===== src/rtl/gsc_pkg.sv =====
package gsc_pkg;
  localparam int unsigned REG_W     = 16;
  localparam int unsigned BIT_WAKE  = 0;
  localparam int unsigned BIT_FLAG  = 1;
  localparam int unsigned BIT_SPARE = 2;
  localparam int unsigned BIT_IEN   = REG_W - 1;
  localparam logic [1:0] A_CTRL = 2'd0;
  localparam logic [1:0] A_KPAD = 2'd1;
  localparam logic [1:0] A_SNAP = 2'd2;
endpackage


===== src/rtl/gsc_ctrl_reg.sv =====
module gsc_ctrl_reg
  import gsc_pkg::*;
(
  input  logic             clk,
  input  logic             rst,
  input  logic             wr_ctrl,
  input  logic [REG_W-1:0] wdata,
  input  logic             sleep_pulse,
  output logic             flag_o,
  output logic             ien_o,
  output logic             spare_o,
  output logic             wake_o,
  output logic             irq_o
);
  logic flag_q, ien_q, spare_q, wake_q, irq_q;
  logic flag_d, ien_d, spare_d, wake_d;

  always_comb begin
    flag_d  = flag_q;
    ien_d   = ien_q;
    spare_d = spare_q;
    wake_d  = 1'b0;
    if (wr_ctrl) begin
      ien_d   = wdata[BIT_IEN];
      spare_d = wdata[BIT_SPARE];
      wake_d  = wdata[BIT_WAKE] & flag_q;
      if (wdata[BIT_FLAG]) flag_d = 1'b0;
    end
    if (sleep_pulse) flag_d = 1'b1;
  end

  always_ff @(posedge clk) begin
    if (rst) begin
      flag_q  <= 1'b0;
      ien_q   <= 1'b0;
      spare_q <= 1'b0;
      wake_q  <= 1'b0;
      irq_q   <= 1'b0;
    end else begin
      flag_q  <= flag_d;
      ien_q   <= ien_d;
      spare_q <= spare_d;
      wake_q  <= wake_d;
      irq_q   <= flag_d & ien_d;
    end
  end

  assign flag_o  = flag_q;
  assign ien_o   = ien_q;
  assign spare_o = spare_q;
  assign wake_o  = wake_q;
  assign irq_o   = irq_q;

  p_irq_tracks_r4: assert property (@(posedge clk) disable iff (rst)
    irq_q == (flag_q & ien_q));
  p_set_wins_r8: assert property (@(posedge clk) disable iff (rst)
    sleep_pulse |=> flag_q);
  p_wake_gated_r9: assert property (@(posedge clk) disable iff (rst)
    wake_q |-> $past(flag_q));
  p_wake_from_write_r2: assert property (@(posedge clk) disable iff (rst)
    wake_q |-> $past(wr_ctrl));
  p_ack_no_wake_r7: assert property (@(posedge clk) disable iff (rst)
    (wr_ctrl && wdata[BIT_FLAG] && !wdata[BIT_WAKE]) |=> !wake_q);
endmodule


===== src/rtl/gsc_keypad.sv =====
module gsc_keypad
  import gsc_pkg::*;
(
  input  logic             clk,
  input  logic             rst,
  input  logic             wr_kpad,
  input  logic [REG_W-1:0] wdata,
  input  logic             sleep_pulse,
  output logic [REG_W-1:0] kpad_o,
  output logic [REG_W-1:0] snap_o
);
  logic [REG_W-1:0] kpad_q, snap_q;

  always_ff @(posedge clk) begin
    if (rst) begin
      kpad_q <= '0;
      snap_q <= '0;
    end else begin
      if (wr_kpad)     kpad_q <= wdata;
      if (sleep_pulse) snap_q <= kpad_q;
    end
  end

  assign kpad_o = kpad_q;
  assign snap_o = snap_q;

  p_snapshot_r6: assert property (@(posedge clk) disable iff (rst)
    sleep_pulse |=> snap_q == $past(kpad_q));
  p_snap_hold_r6: assert property (@(posedge clk) disable iff (rst)
    !sleep_pulse |=> $stable(snap_q));
endmodule


===== src/rtl/gsc_readmux.sv =====
module gsc_readmux
  import gsc_pkg::*;
(
  input  logic             clk,
  input  logic             rst,
  input  logic [1:0]       addr,
  input  logic [REG_W-1:0] ctrl_word,
  input  logic [REG_W-1:0] kpad,
  input  logic [REG_W-1:0] snap,
  output logic [REG_W-1:0] rdata_o
);
  logic [REG_W-1:0] rd_d, rd_q;

  always_comb begin
    case (addr)
      A_CTRL:  rd_d = ctrl_word;
      A_KPAD:  rd_d = kpad;
      A_SNAP:  rd_d = snap;
      default: rd_d = '0;
    endcase
  end

  always_ff @(posedge clk) begin
    if (rst) rd_q <= '0;
    else     rd_q <= rd_d;
  end

  assign rdata_o = rd_q;

  p_ctrl_unused_zero_r5: assert property (@(posedge clk) disable iff (rst)
    ($past(addr) == A_CTRL) |-> (rd_q[BIT_IEN-1:BIT_SPARE+1] == '0 && !rd_q[BIT_WAKE]));
endmodule


===== src/rtl/guest_sleep_ctl.sv =====
module guest_sleep_ctl
  import gsc_pkg::*;
(
  input  logic             clk,
  input  logic             rst,
  input  logic [1:0]       addr,
  input  logic             wr_en,
  input  logic [REG_W-1:0] wdata,
  output logic [REG_W-1:0] rdata,
  input  logic             guest_sleep,
  output logic             guest_wake,
  output logic             host_irq
);
  logic wr_ctrl, wr_kpad;
  logic flag, ien, spare;
  logic [REG_W-1:0] kpad, snap, ctrl_word;

  assign wr_ctrl = wr_en && (addr == A_CTRL);
  assign wr_kpad = wr_en && (addr == A_KPAD);

  gsc_ctrl_reg u_ctrl (
    .clk(clk), .rst(rst), .wr_ctrl(wr_ctrl), .wdata(wdata),
    .sleep_pulse(guest_sleep), .flag_o(flag), .ien_o(ien),
    .spare_o(spare), .wake_o(guest_wake), .irq_o(host_irq)
  );

  gsc_keypad u_kpad (
    .clk(clk), .rst(rst), .wr_kpad(wr_kpad), .wdata(wdata),
    .sleep_pulse(guest_sleep), .kpad_o(kpad), .snap_o(snap)
  );

  always_comb begin
    ctrl_word            = '0;
    ctrl_word[BIT_FLAG]  = flag;
    ctrl_word[BIT_SPARE] = spare;
    ctrl_word[BIT_IEN]   = ien;
  end

  gsc_readmux u_rd (
    .clk(clk), .rst(rst), .addr(addr), .ctrl_word(ctrl_word),
    .kpad(kpad), .snap(snap), .rdata_o(rdata)
  );

  p_wake_single_r2: assert property (@(posedge clk) disable iff (rst)
    guest_wake |=> !guest_wake || $past(wr_ctrl));
endmodule


===== config.mk =====
export PLATFORM = sky130hd
export DESIGN_NAME = guest_sleep_ctl
export DESIGN_NICKNAME = d
export VERILOG_FILES = /design/src/rtl/gsc_pkg.sv /design/src/rtl/gsc_ctrl_reg.sv /design/src/rtl/gsc_keypad.sv /design/src/rtl/gsc_readmux.sv /design/src/rtl/guest_sleep_ctl.sv
export SDC_FILE = /design/constraint.sdc
export NUM_CORES = 1
export LEC_CHECK = 0
export BUFFER_PORTS_ARGS = -buffer_cell sky130_fd_sc_hd__clkbuf_2
export CORE_MARGIN = 3
export CORE_UTILIZATION = 55
export DETAILED_ROUTE_END_ITERATION = 6
export HOLD_SLACK_MARGIN = 0.03
export PLACE_DENSITY = 0.79
export SLEW_MARGIN = 20
export SYNTH_ARGS = -nofsm -noshare
export SYNTH_HDL_FRONTEND = slang
export SYNTH_HIERARCHICAL = 1
export SYNTH_SLANG_ARGS = --single-unit

===== constraint.sdc =====
create_clock -name clk -period 1.21 [get_ports clk]
set_input_delay 0.242 -clock clk [delete_from_list [all_inputs] [get_ports clk]]
set_output_delay 0.242 -clock clk [all_outputs]
set_load 0.05 [all_outputs]

==> results.json <==
{
  "skew_ns": 0.006910,
  "status": "finished, final reports clean",
  "synth-seq-cells": 53,
  "maxSlewViolCount": 0,
  "drt_iter0_drc": 43,
  "antenna_cells": 0,
  "grt_antenna_before_repair": 0,
  "dpl.hpwl_um": 2876,
  "syn_to_final_growth_pct": 17.52,
  "gr-total-overflow": 0,
  "cts_buffers": 5,
  "dp.cells": 305,
  "crit_chain": "clkbuf_2",
  "p_leak_nw": 1.105,
  "cp_slowest_stage_delay_ns": 0.34,
  "reg2reg_from": "u_ctrl/flag_o$_SDFF_PP0_",
  "timing.critical_path.buf_inv": 1,
  "endpoint_kind": "output pin",
  "clockRootBuffer": "clkbuf_8",
  "r2r_setup_slack_ns": 0.35,
  "crit_required_ns": 0.97,
  "ant_nets": 0,
  "fin_setup_tns_ns": 0,
  "viasPerCell": 5.160,
  "initial_core_util_pct": 59.74,
  "yosys.cell_types.count": 21,
  "holdWs_ns": 0.1631,
  "p_total_mw": 3.402,
  "wl_um": 4106,
  "io_pins": 40,
  "ff2ff_path_depth": 2,
  "post_synth_instance_area_um2": 2286,
  "yosysSeqAreaShare_pct": 46.41,
  "holdCritStartpoint": "wdata[7]",
  "p_seq_share_pct": 53.9,
  "grt_pass1_wl_um": 7100,
  "synthCells": 210,
  "placement_rows": 22,
  "setup_viol": 0,
  "p_int_mw": 2.513,
  "power.share.switching_pct": 26.12,
  "r2r-end": "u_ctrl/irq_o$_SDFF_PP0_",
  "grt_usage_pct": 17.93,
  "cts_tree": "built",
  "finalHoldViolations": 0,
  "power.density_nw_per_um2": 1266,
  "cts_buffer_depth": 2,
  "die_h_um": 70.47,
  "core_um2": 3826,
  "worstPathArrival_ns": 0.92,
  "start_kind": "register",
  "wire_per_inst_um": 13.12,
  "grt_setup_unrepaired": "false",
  "cts_sinks": 53,
  "max_clock_freq_mhz": 858.7,
  "nFillCells": 300,
  "cp_top_family": "flip-flops",
  "place_congestion": 0.7385,
  "multi_input_area_um2": 1117,
  "crit_type": "reg2out",
  "clkTransAtPathRegs_ns": 0.09,
  "regArea_um2": 1061,
  "hold_path_class": "in2reg",
  "grt_max_degree": 31,
  "whs_endpoint": "u_kpad/kpad_o[7]$_SDFFE_PP0P_",
  "p_clk_share_pct": 31.8,
  "clock_latency_ns": 0.30,
  "hold_depth": 3,
  "ys_warn_count": 6,
  "period_share_pct": 96.24,
  "max_cap_viol_count": 0,
  "ir_drop_mv": 0.8470,
  "nets": 286,
  "die_width_um": 70.47,
  "num_vias": 1615,
  "drive_above_1_share_pct": 31.70,
  "drc": 0,
  "worst_path_max_delay_cell": "dfxtp_1",
  "fin_util_pct": 70.21,
  "dieArea_um2": 4966,
  "cts_setup_buffers": 0,
  "io_buffers": 39,
  "first_pass_iters": 4,
  "cts_resized": 0,
  "final_cells": 313,
  "finalCriticalPeriod_ns": 1.165,
  "switchingPower_uw": 888.7,
  "grt_pass1_vias": 1577,
  "syn-mean-instance-area_um2": 10.89,
  "combinationalPowerShare_pct": 14.3,
  "holdBufCountCts": 0,
  "crit_fanout": 1,
  "htreeDepth": 2
}
-- cells in the mapped netlist --
cell | count | area share, %
a211oi_1 | 12 | 3.9
a211oi_2 | 21 | 11
a21bo_2 | 1 | 0.44
a21oi_1 | 1 | 0.22
and3b_1 | 1 | 0.38
and4b_2 | 1 | 0.49
buf_1 | 1 | 0.16
buf_12 | 2 | 1.8
buf_2 | 6 | 1.3
buf_4 | 1 | 0.33
buf_6 | 4 | 2.0
buf_8 | 1 | 0.66
clkbuf_1 | 2 | 0.33
conb_1 | 1 | 0.16
dfxtp_1 | 53 | 46
inv_1 | 1 | 0.16
mux2i_1 | 34 | 15
nand2b_1 | 16 | 4.4
nor2_1 | 34 | 5.6
nor2b_1 | 16 | 4.4
nor3b_2 | 1 | 0.55
-- registers in the layout, indices dropped and copies added, names as in the netlist --
register	cells
u_ctrl/irq_o	1
u_ctrl/ien_o	1
u_ctrl/spare_o	1
u_ctrl/flag_o	1
u_rd/rdata_o	16
u_kpad/snap_o	16
u_ctrl/wake_o	1
u_kpad/kpad_o	16
-- worst max path at each step --
stage | slack [ns] | depth (start not counted) | startpoint | to
3_3_place_gp | -0.008 | 4 | addr[1] | u_ctrl/irq_o$_SDFF_PP0_
5_1_grt | 0.02 | 1 | u_rd/rdata_o[1]$_SDFF_PP0_ | rdata[1]
6_report | 0.05 | 1 | u_rd/rdata_o[1]$_SDFF_PP0_ | rdata[1]
3_5_place_dp | -0.03 | 4 | addr[1] | u_ctrl/irq_o$_SDFF_PP0_
2_1_floorplan | 0.15 | 5 | addr[1] | u_kpad/kpad_o[10]$_SDFFE_PP0P_
4_1_cts | 0.04 | 1 | u_rd/rdata_o[2]$_SDFF_PP0_ | rdata[2]
-- final cells by class --
type | count | share of cell area [%]
multi-input cells | 151 | 41.59
flip-flops and latches | 53 | 39.50
repair buffers | 52 | 12.76
clock buffers | 7 | 3.586
well taps | 48 | 2.236
clock inverters | 1 | 0.1863
inverters | 1 | 0.1397
-- power groups by stage --
stage | registers (mW) | clock network, mW | logic [mW]
2_1_floorplan | 1.97 | 0 | 0.265
3_3_place_gp | 1.87 | 0 | 0.479
3_5_place_dp | 1.87 | 0 | 0.486
4_1_cts | 1.83 | 1.10 | 0.488
5_1_grt | 1.84 | 1.16 | 0.526
6_report | 1.83 | 1.08 | 0.485
-- placed cells by master, fill, tap and decap left out, drive strengths merged --
master,n
clkbuf,46
a21oi,1
inv,1
dfxtp,53
clkinv,1
nand2b,16
and4b,1
nor2,34
nor3b,1
conb,13
mux2i,34
and3b,1
buf,13
nor2b,16
a211oi,33
a21bo,1
-- per-stage QoR --
stage,cell area (um^2),setup slack (ns)
2_1_floorplan,2331,0.1529
3_5_place_dp,2585,-0.02940
3_3_place_gp,2585,-0.008145
4_1_cts,2686,0.03669
6_report,2686,0.04544
5_1_grt,2686,0.01605
-- per-layer routing --
layer | vias to the layer above | wire length (um) | global-route usage, % | part of all wire (%)
li1 | 823 | - | - | -
met1 | 755 | 1827 | 21.53 | 44
met2 | 32 | 2010 | 30.15 | 49
met3 | 5 | 198 | 4.460 | 4.8
met4 | 0 | 69 | 7.660 | 1.7
met5 | - | 0 | 0 | 0
-- kinds of logic after synthesis --
| group | count (synthesis) | share of synthesized area, % |
|---|---|---|
| buffers and inverters | 18 | 6.677 |
| DFF | 53 | 46.41 |
| other | 1 | 0.1640 |
| muxes | 34 | 14.89 |
| AOI/OAI and AO/OA | 35 | 16.09 |
| and+or+nand+nor | 69 | 15.76 |
Power figures use the tool's default switching activity.
